File: src/rtl/sdp_pkg.sv
package sdp_pkg;
   localparam int unsigned SDP_CL_LO       = 2;
   localparam int unsigned SDP_CL_HI       = 3;
   localparam int unsigned SDP_RD_MASK_LAT = 2;

   typedef struct packed {
      logic go;    // start of a new burst
      logic kill;  // abandon remaining beats
   } sdp_ctl_t;
endpackage

File: src/rtl/sdp_beat_ctr.sv
module sdp_beat_ctr
   import sdp_pkg::*;
#(
   parameter int unsigned BURST_LEN = 4
) (
   input  logic     clk,
   input  logic     rst_n,
   input  sdp_ctl_t ctl,
   output logic     beat
);
   localparam int unsigned CNT_W = (BURST_LEN > 1) ? $clog2(BURST_LEN) : 1;
   localparam logic [CNT_W-1:0] LAST = CNT_W'(BURST_LEN - 1);

   logic [CNT_W-1:0] left_q;

   assign beat = ctl.go | ((left_q != '0) & ~ctl.kill);

   always_ff @(posedge clk) begin
      if (!rst_n)                left_q <= '0;
      else if (ctl.go)           left_q <= LAST;
      else if (ctl.kill)         left_q <= '0;
      else if (left_q != '0)     left_q <= left_q - 1'b1;
   end

   // a beat without a start must continue an earlier beat
   assert_beat_contig_R2: assert property (@(posedge clk) disable iff (!rst_n)
      (beat && !ctl.go) |-> $past(beat));
   // after a start, a multi-beat burst continues unless killed
   assert_beat_follow_R2: assert property (@(posedge clk) disable iff (!rst_n)
      ($past(ctl.go) && (BURST_LEN > 1) && !ctl.kill) |-> beat);
endmodule

File: src/rtl/sdp_rd_pipe.sv
module sdp_rd_pipe
   import sdp_pkg::*;
#(
   parameter int unsigned DATA_W = 32,
   parameter int unsigned BYTE_W = 8
) (
   input  logic                     clk,
   input  logic                     rst_n,
   input  logic                     issue,
   input  logic                     cl3,
   input  logic [DATA_W/BYTE_W-1:0] bmask,
   input  logic [DATA_W-1:0]        dq_in,
   output logic                     rd_valid,
   output logic [DATA_W-1:0]        rd_data
);
   localparam int unsigned NB = DATA_W / BYTE_W;

   generate
      if (SDP_CL_HI != SDP_CL_LO + 1) begin : g_bad_cl
         $error("latency pair must differ by one");
      end
      if (SDP_CL_LO < 2 || SDP_RD_MASK_LAT < 1) begin : g_bad_lat
         $error("latency constants out of range");
      end
   endgenerate

   logic [SDP_CL_HI-1:0] vld_q;
   logic [NB-1:0]        mdly_q [SDP_RD_MASK_LAT];
   logic [DATA_W-1:0]    masked;
   logic                 cap;

   always_ff @(posedge clk) begin
      if (!rst_n) begin
         vld_q <= '0;
         for (int i = 0; i < SDP_RD_MASK_LAT; i++) mdly_q[i] <= '0;
      end else begin
         vld_q     <= {vld_q[SDP_CL_HI-2:0], issue};
         mdly_q[0] <= bmask;
         for (int i = 1; i < SDP_RD_MASK_LAT; i++) mdly_q[i] <= mdly_q[i-1];
      end
   end

   assign cap = cl3 ? vld_q[SDP_CL_HI-1] : vld_q[SDP_CL_LO-1];

   for (genvar b = 0; b < NB; b++) begin : g_lane
      assign masked[b*BYTE_W +: BYTE_W] =
         mdly_q[SDP_RD_MASK_LAT-1][b] ? '0 : dq_in[b*BYTE_W +: BYTE_W];

      assert_rd_mask_R6: assert property (@(posedge clk) disable iff (!rst_n)
         (rd_valid && $past(bmask[b], SDP_RD_MASK_LAT + 1))
         |-> (rd_data[b*BYTE_W +: BYTE_W] == '0));
   end

   always_ff @(posedge clk) begin
      if (!rst_n) begin
         rd_valid <= 1'b0;
         rd_data  <= '0;
      end else begin
         rd_valid <= cap;
         if (cap) rd_data <= masked;
      end
   end

   assert_cl2_latency_R1: assert property (@(posedge clk) disable iff (!rst_n)
      ($past(issue, SDP_CL_LO + 1) && !$past(cl3)) |-> rd_valid);
   assert_cl3_latency_R1: assert property (@(posedge clk) disable iff (!rst_n)
      ($past(issue, SDP_CL_HI + 1) && $past(cl3)) |-> rd_valid);
endmodule

File: src/rtl/sdp_wr_gate.sv
module sdp_wr_gate #(
   parameter int unsigned DATA_W = 32,
   parameter int unsigned BYTE_W = 8
) (
   input  logic                     beat,
   input  logic [DATA_W/BYTE_W-1:0] bmask,
   input  logic [DATA_W-1:0]        wr_data,
   output logic                     dq_oe,
   output logic [DATA_W-1:0]        dq_out,
   output logic [DATA_W/BYTE_W-1:0] wr_strobe
);
   localparam int unsigned NB = DATA_W / BYTE_W;

   assign dq_oe = beat;

   for (genvar b = 0; b < NB; b++) begin : g_lane
      assign wr_strobe[b]                = beat & ~bmask[b];
      assign dq_out[b*BYTE_W +: BYTE_W]  = beat ? wr_data[b*BYTE_W +: BYTE_W] : '0;
   end
endmodule

File: src/rtl/sdr_datapath.sv
module sdr_datapath
   import sdp_pkg::*;
#(
   parameter int unsigned DATA_W    = 32,
   parameter int unsigned BYTE_W    = 8,
   parameter int unsigned BURST_LEN = 4
) (
   input  logic                     clk,
   input  logic                     rst_n,
   input  logic                     cl3,
   input  logic                     rd_cmd,
   input  logic                     wr_cmd,
   input  logic                     term_cmd,
   input  logic [DATA_W/BYTE_W-1:0] bmask,
   input  logic [DATA_W-1:0]        wr_data,
   input  logic [DATA_W-1:0]        dq_in,
   output logic                     dq_oe,
   output logic [DATA_W-1:0]        dq_out,
   output logic [DATA_W/BYTE_W-1:0] wr_strobe,
   output logic                     rd_valid,
   output logic [DATA_W-1:0]        rd_data
);
   generate
      if (BYTE_W == 0 || (DATA_W % BYTE_W) != 0) begin : g_bad_lane
         $error("data width must be a whole number of lanes");
      end
      if (BURST_LEN < 1) begin : g_bad_bl
         $error("burst length must be at least one");
      end
   endgenerate

   sdp_ctl_t rd_ctl, wr_ctl;
   logic     rd_beat, wr_beat;

   // read has priority over a simultaneous write
   assign rd_ctl.go   = rd_cmd;
   assign rd_ctl.kill = wr_cmd | term_cmd;
   assign wr_ctl.go   = wr_cmd & ~rd_cmd;
   assign wr_ctl.kill = rd_cmd | term_cmd;

   sdp_beat_ctr #(.BURST_LEN(BURST_LEN)) u_rd_ctr (
      .clk(clk), .rst_n(rst_n), .ctl(rd_ctl), .beat(rd_beat));

   sdp_beat_ctr #(.BURST_LEN(BURST_LEN)) u_wr_ctr (
      .clk(clk), .rst_n(rst_n), .ctl(wr_ctl), .beat(wr_beat));

   sdp_rd_pipe #(.DATA_W(DATA_W), .BYTE_W(BYTE_W)) u_rd_pipe (
      .clk(clk), .rst_n(rst_n), .issue(rd_beat), .cl3(cl3), .bmask(bmask),
      .dq_in(dq_in), .rd_valid(rd_valid), .rd_data(rd_data));

   sdp_wr_gate #(.DATA_W(DATA_W), .BYTE_W(BYTE_W)) u_wr_gate (
      .beat(wr_beat), .bmask(bmask), .wr_data(wr_data),
      .dq_oe(dq_oe), .dq_out(dq_out), .wr_strobe(wr_strobe));

   assert_no_dir_overlap_R9: assert property (@(posedge clk) disable iff (!rst_n)
      !(rd_beat && wr_beat));
   assert_strobe_in_beat_R5: assert property (@(posedge clk) disable iff (!rst_n)
      (wr_strobe != '0) |-> dq_oe);
   assert_term_stops_write_R7: assert property (@(posedge clk) disable iff (!rst_n)
      (term_cmd && !rd_cmd && !wr_cmd) |-> !dq_oe);
   assert_rd_wins_R9: assert property (@(posedge clk) disable iff (!rst_n)
      (rd_cmd && wr_cmd) |-> !dq_oe);
endmodule

File: config.mk
export PLATFORM = sky130hd
export DESIGN_NAME = sdr_datapath
export DESIGN_NICKNAME = d
export VERILOG_FILES = /design/src/rtl/sdp_pkg.sv /design/src/rtl/sdp_beat_ctr.sv /design/src/rtl/sdp_rd_pipe.sv /design/src/rtl/sdp_wr_gate.sv /design/src/rtl/sdr_datapath.sv
export SDC_FILE = /design/constraint.sdc
export NUM_CORES = 1
export LEC_CHECK = 0
export BUFFER_PORTS_ARGS = -buffer_cell sky130_fd_sc_hd__buf_2
export CAP_MARGIN = 15
export CORE_UTILIZATION = 40
export DETAILED_ROUTE_END_ITERATION = 8
export PLACE_DENSITY = 0.76
export SYNTH_ARGS = -nofsm -noshare
export SYNTH_HDL_FRONTEND = slang
export SYNTH_SLANG_ARGS = --single-unit
File: constraint.sdc
create_clock -name clk -period 2.64 [get_ports clk]
set_clock_uncertainty 0.1 [all_clocks]
set_input_delay 0.792 -clock clk [delete_from_list [all_inputs] [get_ports clk]]
set_output_delay 0.792 -clock clk [all_outputs]
set_load 0.01 [all_outputs]
==> results of run 1 <==
## flip-flops by register name (all words and copies together), names as in the netlist
signal              count
u_rd_pipe.rd_data      32
u_rd_pipe.vld_q         3
u_rd_pipe.mdly_q        8
u_wr_ctr.left_q         2
u_rd_pipe.rd_valid      1
u_rd_ctr.left_q         2
## worst max path at each step
stage                      end  slack [ps]
CTS                 dq_out[10]          20
floorplan           dq_out[14]         200
global placement    dq_out[21]          40
global route        dq_out[12]           6
finish              dq_out[10]          80
detailed placement  dq_out[21]          30
## area by class of cell
cell class,count,area [sq um]
Timing Repair Buffer,151,801
Clock inverter,1,30.0
Sequential cell,48,961
Clock buffer,7,96.3
Tap cell,72,90.1
Multi-Input combinational cell,164,1220
Fill cell,503,2330
Inverter,4,15.0
## stage by stage
step	hold WS, ps	setup WS, ps	cell area [sq um]	total power [mW]
6_report	338	79.3	3210	1.63
3_3_place_gp	315	36.0	3060	1.07
5_1_grt	351	6.16	3210	1.70
3_5_place_dp	322	28.8	3060	1.08
4_1_cts	343	18.3	3200	1.65
2_1_floorplan	306	204	2320	0.963
## power groups by stage
stage	clock [mW]	sequential (mW)	combinational [mW]
finish	0.564	0.770	0.291
detailed placement	0	0.788	0.291
global route	0.606	0.775	0.320
global placement	0	0.787	0.285
CTS	0.589	0.771	0.292
floorplan	0	0.793	0.169
## layer usage
| metal | wire, microns | GRT usage | vias up |
|---|---|---|---|
| met5 | 0 | 0 | - |
| met2 | 2690 | 0.339 | 95 |
| met4 | 65 | 0.0667 | 0 |
| met3 | 411 | 0.0326 | 5 |
| met1 | 2260 | 0.189 | 953 |
| li1 | - | - | 1083 |
## critical path, delay by kind of cell
kind	cells	cell delay, ps
AO/OA/AOI/OAI	1	220
AND/OR/NAND/NOR	1	200
buffers and inverters	3	450
## kinds of logic (layout without fill, tap and decap cells)
family                   Yosys count  in the layout  synth area share
AO/OA/AOI/OAI                      6              6            0.0221
XOR/XNOR                           2              2           0.00754
AND/OR/NAND/NOR                  121            121             0.327
adder cells (fa/ha/maj)            2              2            0.0108
buffers and inverters             24            163            0.0711
multiplexers                      33             33             0.148
flip-flops                        48             48             0.414
## layout by cell type (no fill, tap or decap), types with 2 or more instances in the layout
cell type  count
inv_1          4
dfxtp_1       48
nor3_1         5
nor3b_2        6
buf_12         2
mux2i_1       32
nand2_1       33
xor2_1         2
and2_1        10
nor2b_1        4
buf_4          6
nand3b_1      33
buf_2        143
clkbuf_8       7
nor3b_1       26
## what timing repair did
| item | CTS | global route |
|---|---|---|
| endpoints found under the setup margin | 1 | 18 |
| resized for setup | 1 | 4 |
| pin swaps | 0 | 0 |
| hold buffers | 0 | 0 |
==> metrics.md, run 1 <==
| Metric | Value |
|---|---|
| Core area | 5540 sq um |
| Finished Layout Cells | 447 |
| CP Launch Type | input pin |
| Hold path endpoint | u_rd_pipe.vld_q[1]$_SDFF_PN0_ |
| Reg2reg setup slack | 1390 ps |
| Buffers on Ports | 143 |
| Most numerous cell in the Yosys netlist | dfxtp_1 |
| Synth top cells by count | dfxtp_1, nand2_1, nand3b_1 |
| Sequential share of power | 0.474 |
| Status | finished clean |
| Critical R2R Capture | u_rd_pipe.rd_valid$_SDFF_PN0_ |
| Maxcap violations | 0 |
| Final Max Slew Viols | 0 |
| Setup tns final | 0 ps |
| Share of cells above drive strength 1 | 0.448 |
| Worst-Margin Slew | 390 ps |
| Clock-pin slew on the worst setup and hold paths | 80 ps |
| Cell Pwr Density | 506 nW/um^2 |
| Top post-synthesis cells by area | dfxtp_1, mux2i_1, nand3b_1 |
| ANT cells | 0 |
| CP Class | input pin to primary output |
| Max-slew headroom | 0.740 |
| Nets | 450 |
| Avg Cell Area, Syn | 9.85 sq um |
| Number of global-route vias before repair | 1981 |
| Die area | 6120 sq um |
| Biggest area consumer among synthesized cells | dfxtp_1 |
| Mapped cell area | 2320 sq um |
| Peak supply drop | 0.000288 V |
| Final Wtd Congestion | 0.791 |
| Pre-antenna DRT Iters | 4 |
| CTS buffer count | 5 |
| Final hold vios | 0 |
| Synth Register Bits | 48 |
| Clock power share | 0.347 |
| Worst-skew pair later-pin latency | 290 ps |
| Bufs on Longest Clock Path | 2 |
| Iteration-0 DRC Markers | 60 |
| DRT Wirelength | 5430 microns |
| Initial Utilization | 0.419 |
| Sw Share | 0.239 |
| I/O pin cnt | 144 |
| Initial antenna violation count | 0 |
| Final Setup Violations | 0 |
| Syn nets | 312 |
| Die Wd | 78.2 microns |
| WP data arrival | 1670 ps |
| Critical Path, Cell by Cell | buf_2, o21ba_1, buf_12, nor3b_1, buf_2 |
| RSZ-0062 raised after global routing | no |
| Fin crit share | 0.970 |
| Post-CTS setup repair buffer count | 0 |
| Post-synth EDFFs | 0 |
| Hold depth | 1 |
| Hold WC Path Type | flop to flop |
| Largest net degree at the start of global routing | 42 |
| Most numerous cell on the critical path | buf_2 |
| Synthesis warning total | 0 |
| Die Y | 78.2 microns |
| Root Driver | clkbuf_8 |
| DR vias/cell | 4.78 |
| Detailed Place HPWL | 4160 microns |
| Worst reg2reg path startpoint | u_rd_pipe.vld_q[1]$_SDFF_PN0_ |
| Leak | 1.70 nW |
| Via count | 2136 |
| FP Rows | 27 |
| Global Route Usage Sum | 0.177 |
| Cell internal pwr | 1.24 mW |
| Drt wl/cell | 12.1 microns |
| Gr ovfl total | 0 |
| Unique masters post-synth | 28 |
| Critical path fanouts, max | 35 |
| Max Clock Freq | 391 MHz |
| Switch Pwr | 0.389 mW |
| Clock sinks | 48 |
| Final Core Density | 0.580 |
| Combinational power share | 0.179 |
| Crit. End Element | primary output |
| R2R cell count | 3 |
| Dominant synthesized flop cell | dfxtp_1 |
| Slowest-stage cell, CP | o21ba_1 |
| Placed cell count | 439 |
| Minimum clock period | 2560 ps |
| H-tree Lvls | 2 |
| Synth async-reset ratio | 0 |
| Final antenna-violating net count | 0 |
| CP peak stage delay | 220 ps |
| CTS tree | built |
| DRC viols | 0 |
| Hold wc startpoint | u_rd_pipe.vld_q[0]$_SDFF_PN0_ |
| Area growth from synthesis to layout | 38.3% |
| Register area share after synthesis | 0.414 |
| Synth top area share | 0.414 |
| CP Launch Point | term_cmd |
| Global-route wire length before repair | 8670 microns |
| Crit path required time | 1750 ps |
| Mapped Cells | 236 |
(Power assumes the default switching activity.)
==> run 2: changes to the inputs <==
--- a/config.mk
+++ b/config.mk
@@ -8,7 +8,9 @@
 export BUFFER_PORTS_ARGS = -buffer_cell sky130_fd_sc_hd__buf_2
 export CAP_MARGIN = 15
 export CORE_UTILIZATION = 40
+export CTS_BUF_LIST = sky130_fd_sc_hd__clkbuf_16
 export DETAILED_ROUTE_END_ITERATION = 8
+export GPL_TIMING_DRIVEN = 0
 export PLACE_DENSITY = 0.76
 export SYNTH_ARGS = -nofsm -noshare
 export SYNTH_HDL_FRONTEND = slang
==> run 2 against run 1 <==
Effect of this change:
- worst setup slack got worse by 29 ps
- critical path depth increased by 1
- cell area grew 6.7%
- power up 11%
- sequential power about the same
- register-to-register slack about the same
- sequential share of layout area shrank 1.8 points
- maximum frequency down 1.1%
- via count increased by 5.6%
- highest routed layer unchanged
==> metrics.md, run 2 (same netlist as run 1, synthesis figures left out) <==
| Metric | Value |
|---|---|
| Initial antenna violation count | 0 |
| Crit. End Element | primary output |
| Share of cells above drive strength 1 | 0.483 |
| Initial Utilization | 0.419 |
| Clock-pin slew on the worst setup and hold paths | 60 ps |
| Leak | 1.79 nW |
| Area growth from synthesis to layout | 47.5% |
| Worst path buffer plus inverter count | 4 |
| Buffers on Ports | 142 |
| Detailed Place HPWL | 4670 microns |
| CTS tree | built |
| Minimum clock period | 2590 ps |
| I/O pin cnt | 144 |
| Root Driver | clkbuf_16 |
| Finished Layout Cells | 461 |
| Final antenna-violating net count | 0 |
| Die Y | 78.2 microns |
| Placement Cell Area | 3120 sq um |
| Commonest non-fill, non-tap cell in the layout | buf_2 |
| Power Total | 1.80 mW |
| Area occupied by multi-input gates | 1280 sq um |
| Die area | 6120 sq um |
| Max-slew headroom | 0.641 |
| Status | finished clean |
| Hold WC Path Type | flop to flop |
| Final Wtd Congestion | 0.804 |
| CP Launch Type | input pin |
| CP peak stage delay | 190 ps |
| WP data arrival | 1700 ps |
| FILL cells | 503 |
| Worst-Margin Slew | 539 ps |
| Fin crit share | 0.981 |
| CTS buffer count | 5 |
| Global-route wire length before repair | 9500 microns |
| Gr ovfl total | 0 |
| Final Max Slew Viols | 0 |
| Post-CTS Hold Buffers | 0 |
| Nets | 464 |
| Final Setup Violations | 0 |
| Most numerous cell on the critical path | buf_6 |
| Setup tns final | 0 ps |
| Top Registers | u_rd_pipe.rd_data x32, u_rd_pipe.mdly_q x8, u_rd_pipe.vld_q x3 |
| Die Wd | 78.2 microns |
| Worst-skew pair later-pin latency | 280 ps |
| Global Route Usage Sum | 0.195 |
| Iteration-0 DRC Markers | 41 |
| CP Class | input pin to primary output |
| Number of flip-flops in the largest register | 32 |
| Clock sinks | 48 |
| Most flop-heavy register | u_rd_pipe.rd_data |
| Placed cell count | 450 |
| Design area | 3430 sq um |
| RSZ-0062 raised after global routing | yes |
| DR vias/cell | 4.89 |
| Most frequent cells in the layout | buf_2, dfxtp_1, nand3b_1, nand2_1, mux2i_1 |
| Maxcap violations | 0 |
| ANT cells | 0 |
| Core area | 5540 sq um |
| Final hold vios | 0 |
| FP Rows | 27 |
| Final setup margin | 50.3 ps |
| Largest net degree at the start of global routing | 16 |
| Cell Pwr Density | 526 nW/um^2 |
| CP top delay family | buffers and inverters |
| Crit path required time | 1750 ps |
| Max Clock Freq | 386 MHz |
| H-tree Lvls | 2 |
| Critical Path, Cell by Cell | buf_6, o21ba_4, buf_6, buf_6, nor3b_2, buf_2 |
| Drt wl/cell | 13.4 microns |
| DRT Wirelength | 6190 microns |
| Pre-antenna DRT Iters | 4 |
| Place WS | -22.0 ps |
| Sequential Area | 963 sq um |
| Critical path fanouts, max | 10 |
| Via count | 2255 |
| Peak supply drop | 0.000336 V |
| Number of global-route vias before repair | 2086 |
| Slowest-stage cell, CP | o21ba_4 |
| Bufs on Longest Clock Path | 2 |
| DRC viols | 0 |
## run 2: cell types whose count changed in the layout (fill, tap and decap cells not counted), sizes merged
cell | previous run | this run
clkbuf | 7 | 14
buf | 151 | 156
clkinv | 0 | 2
## run 2: timing repair
action	CTS	global route
gates resized for setup	2	23
gates cloned	0	2
pin swaps	0	2
buffers inserted	0	1
setup endpoints to repair	4	27
## run 2: stage by stage
| stage | hold slack [ps] | utilization |
|---|---|---|
| after floorplan | 306 | - |
| after global placement | 312 | 0.564 |
| after detailed placement | 314 | 0.564 |
| after CTS | 329 | 0.596 |
| after global routing | 338 | 0.619 |
| final | 327 | 0.619 |
## run 2: cell type report
type,count,area share
inverters,4,0.00438
well taps,72,0.0263
plain buffers,20,0.0453
clock inverters,3,0.0124
repair buffers,145,0.220
clock buffers,5,0.0365
multi-input cells,164,0.374
flip-flops and latches,48,0.281
## run 2: layer usage
layer  routed length [microns]  share of wire  global-route usage
met5                         0              0                   0
met4                        55         0.0089              0.0611
met3                       472          0.076              0.0442
met2                      3270           0.53               0.362
met1                      2400           0.39               0.219
## run 2: power breakdown
part / internal (mW) / switching, mW
Sequential: 0.755 / 0.0169
Clock: 0.445 / 0.258
Combinational: 0.170 / 0.157
Total: 1.37 / 0.432
## run 2: path summary, 6_finish.rpt
| check | end | slack [ps] | cells past startpoint | start |
|---|---|---|---|---|
| setup / recovery | dq_out[19] | 50 | 6 | term_cmd |
| hold / removal | u_rd_pipe.mdly_q[0][4]$_SDFF_PN0_ | 330 | 1 | u_rd_pipe.mdly_q[0][0]$_SDFF_PN0_ |
| setup reg to reg | u_rd_pipe.rd_data[25]$_SDFFE_PN0P_ | 1400 | 3 | u_rd_pipe.vld_q[1]$_SDFF_PN0_ |
| hold reg to reg | u_rd_pipe.mdly_q[0][4]$_SDFF_PN0_ | 330 | 1 | u_rd_pipe.mdly_q[0][0]$_SDFF_PN0_ |
==> run 3: changes to the inputs <==
--- a/config.mk
+++ b/config.mk
@@ -7,6 +7,7 @@
 export LEC_CHECK = 0
 export BUFFER_PORTS_ARGS = -buffer_cell sky130_fd_sc_hd__buf_2
 export CAP_MARGIN = 15
+export CORE_MARGIN = 3
 export CORE_UTILIZATION = 40
 export CTS_BUF_LIST = sky130_fd_sc_hd__clkbuf_16
 export DETAILED_ROUTE_END_ITERATION = 8
==> run 3 against run 2 <==
Effect of this change:
- register-to-register slack worse by 20 ps
- sequential share of layout area grew 0.43 points
- worst setup slack improved by 31 ps
- largest power group unchanged
- highest routed layer unchanged
- core utilization decreased by 1.5 points
==> metrics.md, run 3 (same netlist as run 1, synthesis figures left out) <==
| Metric | Value |
|---|---|
| I/O pin cnt | 144 |
| Max-slew headroom | 0.631 |
| Cell Pwr Density | 496 nW/um^2 |
| Number of flip-flops in the largest register | 32 |
| CTS tree | built |
| Die area | 6760 sq um |
| Drt wl/cell | 13.6 microns |
| Buffers on Ports | 142 |
| Fin crit share | 0.969 |
| Status | finished clean |
| Minimum clock period | 2560 ps |
| Share of cells above drive strength 1 | 0.465 |
| Clock-pin slew on the worst setup and hold paths | 60 ps |
| Final hold slack | 326 ps |
| R2R cell count | 4 |
| Nets | 462 |
| Hold WC Path Type | flop to flop |
| FP Rows | 27 |
| Hold wc startpoint | u_rd_pipe.mdly_q[0][0]$_SDFF_PN0_ |
| Core area | 5570 sq um |
| Final Setup Violations | 0 |
| Iteration-0 DRC Markers | 55 |
| Final setup margin | 81.6 ps |
| Power Total | 1.67 mW |
| CTS buffer count | 5 |
| Via count | 2278 |
| Max Clock Freq | 391 MHz |
| Global Route Usage Sum | 0.179 |
| Area growth from synthesis to layout | 44.9% |
| Initial antenna violation count | 0 |
| Detailed Place HPWL | 4880 microns |
| Worst reg2reg path startpoint | u_wr_ctr.left_q[0]$_SDFFE_PN0P_ |
| Critical path fanouts, max | 10 |
| Final Core Density | 0.604 |
| Die Y | 82.2 microns |
| Worst-skew pair later-pin latency | 270 ps |
| Worst-Margin Slew | 554 ps |
| ANT cells | 0 |
| DRT Wirelength | 6260 microns |
| Placed cell count | 450 |
| Final hold vios | 0 |
| Leak | 1.76 nW |
| Setup tns final | 0 ps |
| Clock sinks | 48 |
| Top Registers | u_rd_pipe.rd_data x32, u_rd_pipe.mdly_q x8, u_rd_pipe.vld_q x3 |
| Final Max Slew Viols | 0 |
| Finished Layout Cells | 459 |
| DR vias/cell | 4.96 |
| Largest net degree at the start of global routing | 14 |
| Post-CTS setup repair buffer count | 0 |
| Critical R2R Capture | u_wr_ctr.left_q[1]$_SDFFE_PN0P_ |
| Post-CTS Hold Buffers | 0 |
| Most frequent cells in the layout | buf_2, dfxtp_1, nand3b_1, nand2_1, mux2i_1 |
| DRC viols | 0 |
| Commonest non-fill, non-tap cell in the layout | buf_2 |
| Crit path required time | 1750 ps |
| Gr ovfl total | 0 |
| Placement Cell Area | 3120 sq um |
| Hold depth | 1 |
| Die Wd | 82.2 microns |
| Final antenna-violating net count | 0 |
| Root Driver | clkbuf_16 |
| Place WS | -58.7 ps |
| Peak supply drop | 0.000310 V |
| Bufs on Longest Clock Path | 2 |
| Design area | 3370 sq um |
| Final Wtd Congestion | 0.764 |
| Reg2reg setup slack | 1380 ps |
| Initial Utilization | 0.417 |
| Crit. End Element | primary output |
| Global-route wire length before repair | 9550 microns |
| Maxcap violations | 0 |
| Hold path endpoint | u_rd_pipe.mdly_q[0][4]$_SDFF_PN0_ |
| Number of global-route vias before repair | 2079 |
| CP Launch Type | input pin |
| WP data arrival | 1670 ps |
| CP Class | input pin to primary output |
| H-tree Lvls | 2 |
| Pre-antenna DRT Iters | 4 |
| Most flop-heavy register | u_rd_pipe.rd_data |
[run 3: changes by cell type in the layout (fill, tap and decap cells not counted), moves of 2 or more]
cell	previous run	this run
dfxtp_2	2	0
nor3_2	0	2
nor3b_2	17	14
nor3b_1	15	18
dfxtp_1	46	48
nor3_1	5	3
buf_6	4	2
inv_1	4	6
[run 3: worst max path at each step]
| stage | from | endpoint | slack (ps) | cells past startpoint |
|---|---|---|---|---|
| after floorplan | term_cmd | dq_out[14] | 200 | 4 |
| after global placement | term_cmd | dq_out[16] | -40 | 6 |
| after detailed placement | term_cmd | dq_out[16] | -60 | 6 |
| after CTS | term_cmd | dq_out[16] | 10 | 6 |
| after global routing | u_wr_ctr.left_q[0]$_SDFFE_PN0P_ | dq_out[26] | -4 | 6 |
| final | term_cmd | dq_out[20] | 80 | 5 |
[run 3: layout make-up]
| cell class | instances | area [sq um] |
|---|---|---|
| plain buffers | 19 | 143 |
| clock buffers | 5 | 125 |
| clock inverters | 3 | 11.3 |
| fillers | 509 | 2210 |
| inverters | 4 | 15.0 |
| multi-input cells | 165 | 1290 |
| flip-flops and latches | 48 | 961 |
| well taps | 72 | 90.1 |
| repair buffers | 143 | 736 |
[run 3: worst max-delay path, stage by stage]
cell and delay [ps]:
buf_2 130, o21ba_4 240, buf_6 160, nor3b_1 180, buf_2 160
[run 3: metal layers]
| metal | up-vias | wire [microns] | GRT usage |
|---|---|---|---|
| met1 | 1050 | 2580 | 0.211 |
| met5 | - | 0 | 0 |
| met3 | 6 | 556 | 0.0401 |
| li1 | 1110 | - | - |
| met2 | 112 | 3060 | 0.325 |
| met4 | 0 | 54 | 0.0465 |
[run 3: power breakdown]
| group | switching (mW) | total, mW | internal, mW |
|---|---|---|---|
| clock network | 0.236 | 0.576 | 0.340 |
| registers | 0.0173 | 0.772 | 0.755 |
| logic | 0.158 | 0.322 | 0.165 |
[run 3: timing repair]
action / in CTS / in global routing
setup endpoints to repair: 4 / 29
gates resized for setup: 4 / 13
gates cloned: 0 / 2
pin swaps: 0 / 2
